$ cat config.mk
export PLATFORM = sky130hd
export DESIGN_NAME = ddr_cmd_tracker
export DESIGN_NICKNAME = d
export VERILOG_FILES = /design/src/rtl/ddr_trk_pkg.sv /design/src/rtl/ddr_cmd_decode.sv /design/src/rtl/ddr_bank_slot.sv /design/src/rtl/ddr_cmd_tracker.sv
export SDC_FILE = /design/constraint.sdc
export NUM_CORES = 1
export LEC_CHECK = 0
export CAP_MARGIN = 10
export CORE_MARGIN = 1
export CORE_UTILIZATION = 45
export CTS_BUF_LIST = sky130_fd_sc_hd__clkbuf_4 sky130_fd_sc_hd__clkbuf_8
export CTS_CLUSTER_DIAMETER = 100
export CTS_CLUSTER_SIZE = 12
export DETAILED_ROUTE_END_ITERATION = 10
export DONT_BUFFER_PORTS = 1
export SYNTH_ARGS = -nofsm -noshare
export SYNTH_HDL_FRONTEND = slang
export SYNTH_SLANG_ARGS = --single-unit
$ cat constraint.sdc
create_clock -name clk_i -period 1.9 [get_ports clk_i]
set_input_delay 0.285 -clock clk_i [delete_from_list [all_inputs] [get_ports clk_i]]
set_output_delay 0.285 -clock clk_i [all_outputs]
set_load 0.03 [all_outputs]
$ cat src/rtl/ddr_trk_pkg.sv
package ddr_trk_pkg;
  typedef enum logic [2:0] {
    CMD_NOP  = 3'd0,
    CMD_ACT  = 3'd1,
    CMD_PRE  = 3'd2,
    CMD_PREA = 3'd3,
    CMD_WR   = 3'd4,
    CMD_RD   = 3'd5,
    CMD_REF  = 3'd6,
    CMD_MRS  = 3'd7
  } cmd_e;
endpackage

$ cat src/rtl/ddr_cmd_decode.sv
module ddr_cmd_decode
  import ddr_trk_pkg::*;
(
  input  logic cs_n_i,
  input  logic ras_n_i,
  input  logic cas_n_i,
  input  logic we_n_i,
  input  logic a10_i,
  output cmd_e cmd_o
);
  always_comb begin
    cmd_o = CMD_NOP;
    if (!cs_n_i) begin
      case ({ras_n_i, cas_n_i, we_n_i})
        3'b011:  cmd_o = CMD_ACT;
        3'b010:  cmd_o = a10_i ? CMD_PREA : CMD_PRE;
        3'b100:  cmd_o = CMD_WR;
        3'b101:  cmd_o = CMD_RD;
        3'b001:  cmd_o = CMD_REF;
        3'b000:  cmd_o = CMD_MRS;
        default: cmd_o = CMD_NOP;  // 111 no-op, 110 no state change
      endcase
    end
  end
endmodule

$ cat src/rtl/ddr_bank_slot.sv
module ddr_bank_slot #(
  parameter int ROW_W    = 13,
  parameter int TRAS_MAX = 12,
  parameter int AP_DELAY = 2
) (
  input  logic             clk_i,
  input  logic             rst_ni,
  input  logic             act_i,
  input  logic [ROW_W-1:0] row_i,
  input  logic             pre_i,
  input  logic             ap_i,
  output logic             active_o,
  output logic [ROW_W-1:0] row_o,
  output logic             tras_err_o
);
  localparam int CNT_W = $clog2(TRAS_MAX + 2);
  localparam int AP_W  = $clog2(AP_DELAY + 1);
  localparam logic [CNT_W-1:0] CNT_SAT = CNT_W'(TRAS_MAX + 1);
  localparam logic [CNT_W-1:0] CNT_LIM = CNT_W'(TRAS_MAX);

  logic             active_q;
  logic [ROW_W-1:0] row_q;
  logic [CNT_W-1:0] cnt_q;
  logic             ap_pend_q;
  logic [AP_W-1:0]  ap_cnt_q;
  logic             ap_fire;

  assign ap_fire = ap_pend_q && (ap_cnt_q == AP_W'(1));

  always_ff @(posedge clk_i or negedge rst_ni) begin
    if (!rst_ni) begin
      active_q  <= 1'b0;
      row_q     <= '0;
      cnt_q     <= '0;
      ap_pend_q <= 1'b0;
      ap_cnt_q  <= '0;
    end else if (pre_i || ap_fire) begin
      active_q  <= 1'b0;
      cnt_q     <= '0;
      ap_pend_q <= 1'b0;
      ap_cnt_q  <= '0;
    end else if (act_i && !active_q) begin
      active_q <= 1'b1;
      row_q    <= row_i;
      cnt_q    <= '0;
    end else if (active_q) begin
      if (cnt_q != CNT_SAT) cnt_q <= cnt_q + 1'b1;
      if (ap_pend_q) begin
        ap_cnt_q <= ap_cnt_q - 1'b1;
      end else if (ap_i) begin
        ap_pend_q <= 1'b1;
        ap_cnt_q  <= AP_W'(AP_DELAY);
      end
    end
  end

  assign active_o   = active_q;
  assign row_o      = row_q;
  assign tras_err_o = active_q && (cnt_q > CNT_LIM);

  p_act_opens_r2: assert property (@(posedge clk_i) disable iff (!rst_ni)
    (act_i && !active_q && !pre_i) |=> (active_q && row_q == $past(row_i)));

  p_row_kept_r6: assert property (@(posedge clk_i) disable iff (!rst_ni)
    active_q |=> $stable(row_q));

  p_tras_sticky_r8: assert property (@(posedge clk_i) disable iff (!rst_ni)
    (tras_err_o && !pre_i && !ap_pend_q) |=> tras_err_o);
endmodule

$ cat src/rtl/ddr_cmd_tracker.sv
module ddr_cmd_tracker
  import ddr_trk_pkg::*;
#(
  parameter int BANKS    = 4,
  parameter int ROW_W    = 13,
  parameter int AP_BIT   = 10,
  parameter int TRAS_MAX = 12,
  parameter int AP_DELAY = 2
) (
  input  logic                     clk_i,
  input  logic                     rst_ni,
  input  logic                     cs_n_i,
  input  logic                     ras_n_i,
  input  logic                     cas_n_i,
  input  logic                     we_n_i,
  input  logic [$clog2(BANKS)-1:0] ba_i,
  input  logic [ROW_W-1:0]         addr_i,
  output logic [2:0]               cmd_o,
  output logic [BANKS-1:0]         bank_active_o,
  output logic [BANKS*ROW_W-1:0]   row_o,
  output logic                     illegal_access_o,
  output logic [BANKS-1:0]         tras_err_o
);
  localparam int BA_W = $clog2(BANKS);

  cmd_e             cmd_now;
  logic             is_rw;
  logic             hit_active;
  logic             illegal_now;
  logic [BANKS-1:0] act_en, pre_en, ap_en;
  cmd_e             cmd_q;
  logic             illegal_q;

  ddr_cmd_decode u_decode (
    .cs_n_i  (cs_n_i),
    .ras_n_i (ras_n_i),
    .cas_n_i (cas_n_i),
    .we_n_i  (we_n_i),
    .a10_i   (addr_i[AP_BIT]),
    .cmd_o   (cmd_now)
  );

  assign is_rw      = (cmd_now == CMD_WR) || (cmd_now == CMD_RD);
  assign hit_active = bank_active_o[ba_i];

  for (genvar b = 0; b < BANKS; b++) begin : g_bank
    logic sel;
    assign sel       = (ba_i == BA_W'(b));
    assign act_en[b] = (cmd_now == CMD_ACT) && sel;
    assign pre_en[b] = (cmd_now == CMD_PREA) || ((cmd_now == CMD_PRE) && sel);
    assign ap_en[b]  = is_rw && sel && addr_i[AP_BIT];

    ddr_bank_slot #(
      .ROW_W    (ROW_W),
      .TRAS_MAX (TRAS_MAX),
      .AP_DELAY (AP_DELAY)
    ) u_slot (
      .clk_i      (clk_i),
      .rst_ni     (rst_ni),
      .act_i      (act_en[b]),
      .row_i      (addr_i),
      .pre_i      (pre_en[b]),
      .ap_i       (ap_en[b]),
      .active_o   (bank_active_o[b]),
      .row_o      (row_o[b*ROW_W +: ROW_W]),
      .tras_err_o (tras_err_o[b])
    );
  end

  assign illegal_now = (is_rw && !hit_active)
                    || ((cmd_now == CMD_ACT) && hit_active)
                    || ((cmd_now == CMD_REF) && (|bank_active_o));

  always_ff @(posedge clk_i or negedge rst_ni) begin
    if (!rst_ni) begin
      cmd_q     <= CMD_NOP;
      illegal_q <= 1'b0;
    end else begin
      cmd_q     <= cmd_now;
      illegal_q <= illegal_now;
    end
  end

  assign cmd_o            = cmd_q;
  assign illegal_access_o = illegal_q;

  p_idle_access_r5: assert property (@(posedge clk_i) disable iff (!rst_ni)
    (is_rw && !bank_active_o[ba_i]) |=> illegal_access_o);

  p_close_all_r4: assert property (@(posedge clk_i) disable iff (!rst_ni)
    (cmd_now == CMD_PREA) |=> (bank_active_o == '0));

  p_ref_open_r11: assert property (@(posedge clk_i) disable iff (!rst_ni)
    ((cmd_now == CMD_REF) && (|bank_active_o)) |=> illegal_access_o);

  p_deselect_r7: assert property (@(posedge clk_i) disable iff (!rst_ni)
    cs_n_i |=> (!illegal_access_o && cmd_o == 3'd0));
endmodule

==> results.tsv, run 1 <==
metric	value	unit
status	complete, but fails checks	
failing checks	negative hold slack	
ANT cells	0	
FMAX	565	MHz
largest net degree at the start of global routing	89	
Buffers on Ports	0	
via/cell ratio	5.59	
Seq cells post-synth	88	
syn avg cell area	11.8	um^2
endpoint class of the critical path	output pin	
Slew Limit Fails	0	
minimum clock period	1770	ps
layout cell share with drive strength beyond 1	25.7	%
Gate Count Post-Synth	361	
DRC viols	0	
CTS Buf Count	9	
Yosys warning count	0	
GRT Total Usage	17.9	%
commonest register cell after synthesis	dfrtp_1	
die boundary height	99.2	um
CTS HTree Levels	3	
worst hold slack	-382	ps
final setup violation count	0	
Die Area	0.00983	mm^2
Leak	2.20	nW
hpwl dp	5680	um
clock sinks	88	
Mapped Nets	398	
ys async rst share	100	%
worst min path class	in2async	
post-synthesis cell type count	48	
CP max FO	4	
# rows	35	
VDD IR max	0.000665	V
TritonCTS clock tree	built	
Synth Cell Area	0.00425	mm^2
Layout Nets	406	
Fin. Hold Viols	88	
area delta synth->final	8.90	%
WL/cell	17.4	um
Initial Utilization	46.2	%
Core ar.	0.00920	mm^2
fin worst setup slack	129	ps
Clk pin slew, worst setup/hold paths	100	ps
Root Driver	clkbuf_8	
power per cell area	1250	mW/mm^2
antenna violations before repair	0	
Slew headroom	63.2	%
Max-Cap Viols	0	
grt ovf	0	
crit path DAT	1490	ps
clock skew	11.9	ps
1st-iter DRT viols	96	
Max Buffers Root-to-Sink	2	
period utilization	93.2	%
# IOs	85	
startpoint types	flop	
Hold Buf Count CTS	4	
non-filler cells, final	485	
# placed instances	465	
WS Path Type	reg2out	
die width	99.2	um
sequential fraction of the synthesis area	51.8	%
Place WS	-72.7	ps
Layout Utilization	50.3	%
GPL Wtd Cong	0.778	
post-route ant nets	0	
vias in the first global route	2752	
WP data required	1620	ps
global-route wire length before repair	13800	um
drt first pass iters	4	
power after layout	0.00578	W
Least-Margin Pin Slew	547	ps
number of flops mapped to enable cells by yosys	0	
worst-skew pair later-pin latency	350	ps
via count	2713	
RSZ-0062 raised after global routing	false	
final WL	8420	um
[state kept, by name, indices dropped and copies added, names as in the netlist]
signal                   cells
cmd_o                        3
g_bank.u_slot.active_o       4
g_bank.u_slot.ap_cnt_q       8
g_bank.u_slot.ap_pend_q      4
g_bank.u_slot.cnt_q         16
g_bank.u_slot.row_o         52
illegal_access_o             1
[power by group]
group / internal [W] / switching [W]
combinational: 0.000638 / 0.000619
clock: 0.000515 / 0.000751
sequential: 0.00235 / 0.000913
total: 0.00350 / 0.00228
[cells by family after synthesis]
kind of cell | count (synthesis) | share of synthesized area (%)
AO/OA/AOI/OAI | 49 | 7.45
multiplexers | 53 | 15.2
AND/OR/NAND/NOR | 102 | 13.2
XOR/XNOR | 13 | 2.68
flip-flops | 88 | 51.8
adder cells (fa/ha/maj) | 16 | 4.71
buffers and inverters | 40 | 4.95
[final timing paths]
path                                                     startpoint                                        to  slack [ps]  cells after the start
max reg2reg                   g_bank[2].u_slot.active_o$_DFFE_PN0P_                illegal_access_o$_DFF_PN0_         270                      2
min                                                          rst_ni                        cmd_o[0]$_DFF_PN0_        -380                      0
max in group asynchronous                                    rst_ni     g_bank[2].u_slot.cnt_q[0]$_DFFE_PN0P_        2110                      0
min reg2reg                g_bank[3].u_slot.ap_cnt_q[0]$_DFFE_PN0P_  g_bank[3].u_slot.ap_cnt_q[0]$_DFFE_PN0P_         530                      1
min in group clk_i                                          ras_n_i                illegal_access_o$_DFF_PN0_          60                      1
max                           g_bank[2].u_slot.cnt_q[0]$_DFFE_PN0P_                             tras_err_o[2]         130                      3
[cell usage after synthesis, drive strengths merged (4+ instances only)]
cell	instances	area, um^2
dfrtp	88	2200
nor2	27	101
xor2	8	70.1
a21oi	16	83.8
and3	4	25.0
nand2	22	82.6
nand3	19	100
mux2	52	623
inv	16	60.1
nor3	11	55.1
nor2b	4	25.0
a31oi	7	43.8
o21ai	8	40.0
buf	17	123
xnor2	5	43.8
ha	16	200
clkbuf	7	27.5
[layer usage]
layer  vias up  track usage [%]  part of all wire [%]
li1       1269                -                     -
met1      1369             23.1                    45
met2        68             29.0                    47
met3         7             5.41                   7.0
met4         0             5.88                   1.1
met5         -                0                     0
[cells in the final DEF (no fill, tap or decap), types with 2 or more instances in the layout]
master          n
o211ai_1        2
xor2_1          8
buf_4          16
dlygate4sd3_1   4
nor2_1         27
nand4_4         2
mux2_2         42
dfrtp_1        88
or3_1           3
xnor2_1         5
a21oi_1        15
nand3_1        18
inv_8           3
inv_1          16
nor3b_1         2
inv_6           2
nor3_1         11
mux2_4         10
a21o_1          3
a211oi_1        3
nand2_1        22
and3_1          4
o21ai_0         6
nor2b_1         4
o21ai_1         2
clkbuf_8        9
a31oi_1         7
a211o_1         2
ha_1           16
[final cells by class]
cell class                 count  area (um^2)
fill                         826         4570
sequential                    88         2200
inverter                      16         60.1
clock buffer                   9          124
multi-input combinational    233         1850
clock inverter                 7         67.6
timing repair buffer          21          180
tap                          111          139
[critical path, stage by stage (launching register included)]
cell and delay, ps:
dfrtp_1 410, inv_1 90, ha_1 200, and4b_1 450
[through the flow]
| step | instance area, um^2 | TNS (ps) | hold slack, ps |
|---|---|---|---|
| 3_3_place_gp | 4380 | -548 | -8.36 |
| 5_1_grt | 4630 | 0 | -413 |
| 4_1_cts | 4610 | 0 | -399 |
| 6_report | 4630 | 0 | -382 |
| 2_1_floorplan | 4250 | 0 | -10.6 |
| 3_5_place_dp | 4380 | -1110 | -8.25 |
[repair_timing]
item | in CTS | in global routing
endpoints found under the hold margin | 92 | 88
endpoints found under the setup margin | 0 | 7
setup buffers | 0 | 0
resized for setup | 0 | 2
Note: power is estimated with default switching activity, not from simulation.
==> run 2, diff against run 1 <==
CORE_ASPECT_RATIO = 0.7   (was not set)
==> run 2 against run 1 <==
The run still ends with negative hold slack left. Routed wire length increased by 0.59%. Count of clock-buffer cells in the layout increased by 1. Sequential power about the same. Non-clock buffer count decreased by 2. Largest cell class unchanged.
==> results.tsv, run 2 (same netlist as run 1, synthesis figures left out) <==
metric	value	unit	change
minimum clock period	1760	ps	was 1770 ps
# rows	29		was 35
layout cell share with drive strength beyond 1	25.5	%	was 25.7%
worst min path class	in2async		unchanged
post-route ant nets	0		unchanged
Max-Cap Viols	0		unchanged
WS Path Type	reg2out		unchanged
WL/cell	17.1	um	was 17.4 um
GPL Wtd Cong	0.838		was 0.778
via/cell ratio	5.48		was 5.59
antenna violations before repair	0		unchanged
DRC viols	0		unchanged
GRT Total Usage	18.4	%	was 17.9%
1st-iter DRT viols	181		was 96
worst r2r dst	g_bank[0].u_slot.row_o[0]$_DFFE_PN0P_		was illegal_access_o$_DFF_PN0_
startpoint types	flop		unchanged
FMAX	569	MHz	was 565 MHz
Fin. Hold Viols	88		unchanged
clock sinks	88		unchanged
power per cell area	1230	mW/mm^2	was 1250 mW/mm^2
final instance area	0.00460	mm^2	was 0.00463 mm^2
global-route wire length before repair	14000	um	was 13,800 um
CTS HTree Levels	3		unchanged
crit-path max cell delay	350	ps	was 450 ps
cells along the critical path	buf_4 > inv_1 > nor3_1 > buf_4		was inv_1 > ha_1 > and4b_1
die width	118	um	was 99.2 um
clock skew	9.15	ps	was 11.9 ps
Least-Margin Pin Slew	543	ps	was 547 ps
Placed Area	0.00438	mm^2	about the same
Clk pin slew, worst setup/hold paths	90	ps	was 100 ps
vias in the first global route	2605		was 2,752
VDD IR max	0.000527	V	was 0.000665 V
non-filler cells, final	496		was 485
r2r setup slk	150	ps	was 270 ps
Slew headroom	63.4	%	was 63.2%
grt ovf	0		unchanged
area delta synth->final	8.39	%	was 8.90%
die boundary height	83.3	um	was 99.2 um
via count	2719		was 2,713
RSZ-0062 raised after global routing	false		unchanged
Die Area	0.00984	mm^2	was 0.00983 mm^2
Layout Nets	404		was 406
Largest register FFs	52		unchanged
# IOs	85		unchanged
worst-skew pair later-pin latency	360	ps	was 350 ps
final setup violation count	0		unchanged
status	complete, but fails checks		unchanged
commonest non-fill, non-tap cell in the layout	dfrtp_1		unchanged
endpoint class of the critical path	output pin		unchanged
CTS Buf Count	9		unchanged
most frequent cells in the layout	88 x dfrtp_1, 42 x mux2_2, 27 x nor2_1, 22 x nand2_1, 18 x nand3_1		unchanged
r2r worst-path depth	4		was 2
Hold Buf Count CTS	4		unchanged
crit path DAT	1470	ps	was 1490 ps
largest net degree at the start of global routing	89		unchanged
failing checks	negative hold slack		unchanged
Core ar.	0.00911	mm^2	was 0.00920 mm^2
WP data required	1620	ps	about the same
worst hold slack	-381	ps	was -382 ps
# placed instances	476		was 465
Buffers on Ports	0		unchanged
Most Frequent Cell on Critical Path	buf_4		
setup tns final	0	ps	unchanged
Root Driver	clkbuf_8		unchanged
worst flop-to-flop path startpoint	g_bank[0].u_slot.ap_cnt_q[0]$_DFFE_PN0P_		was g_bank[2].u_slot.active_o$_DFFE_PN0P_
period utilization	92.5	%	was 93.2%
TritonCTS clock tree	built		unchanged
final WL	8470	um	was 8420 um
CP max FO	11		was 4
Max Buffers Root-to-Sink	2		unchanged
setup bufs post-CTS	0		unchanged
Initial Utilization	46.6	%	was 46.2%
ANT cells	0		unchanged
Leak	2.19	nW	was 2.20 nW
Worst path slowest cell	dfrtp_1		was and4b_1
drt first pass iters	4		unchanged
Slew Limit Fails	0		unchanged
Layout Utilization	50.6	%	was 50.3%
hpwl dp	5850	um	was 5680 um
run 2: cell type report:
| type | count | area [um^2] |
|---|---|---|
| multi-input cells | 233 | 1840 |
| repair buffers | 19 | 165 |
| fillers | 825 | 4500 |
| flip-flops and latches | 88 | 2200 |
| inverters | 16 | 60.1 |
| clock inverters | 6 | 43.8 |
| well taps | 124 | 155 |
| clock buffers | 10 | 138 |
run 2: per-layer routing:
| metal | GRT usage, % | up-vias | share of wire, % |
|---|---|---|---|
| met5 | 0 | - | 0 |
| met4 | 4.90 | 0 | 1.1 |
| met3 | 7.21 | 10 | 6.0 |
| met2 | 26.9 | 62 | 44 |
| met1 | 25.4 | 1376 | 49 |
| li1 | - | 1271 | - |
run 2: worst max-delay path by stage:
stage	startpoint	endpoint	slack, ps
5_1_grt	g_bank[3].u_slot.active_o$_DFFE_PN0P_	tras_err_o[3]	50
6_report	g_bank[3].u_slot.active_o$_DFFE_PN0P_	tras_err_o[3]	140
4_1_cts	g_bank[3].u_slot.active_o$_DFFE_PN0P_	tras_err_o[3]	110
3_3_place_gp	cs_n_i	g_bank[0].u_slot.row_o[11]$_DFFE_PN0P_	150
3_5_place_dp	cs_n_i	g_bank[0].u_slot.row_o[0]$_DFFE_PN0P_	120
2_1_floorplan	ras_n_i	g_bank[2].u_slot.row_o[0]$_DFFE_PN0P_	160
run 2: critical path: cells and delay by family, from the launching register on:
family / cells / cell delay [ps]
buf+inv: 3 / 560
flops: 1 / 350
simple gates: 1 / 200
run 2: metrics by stage:
| stage | power (W) | worst slack, ps |
|---|---|---|
| after global placement | 0.00447 | 154 |
| after floorplan | 0.00423 | 159 |
| after CTS | 0.00575 | 110 |
| after global routing | 0.00605 | 49.5 |
| final | 0.00569 | 142 |
| after detailed placement | 0.00452 | 123 |
run 2: power breakdown:
part	switching (W)	leakage [nW]	total, W	internal (W)
Combinational	0.000614	0.962	0.00123	0.000617
Clock	0.000679	0.0926	0.00119	0.000515
Sequential	0.000914	1.13	0.00326	0.00235
Total	0.00221	2.19	0.00569	0.00348
run 2: what timing repair did:
action | in CTS | in global routing
endpoints found under the setup margin | 0 | 1
gates resized for setup | 0 | 1
endpoints found under the hold margin | 92 | 88
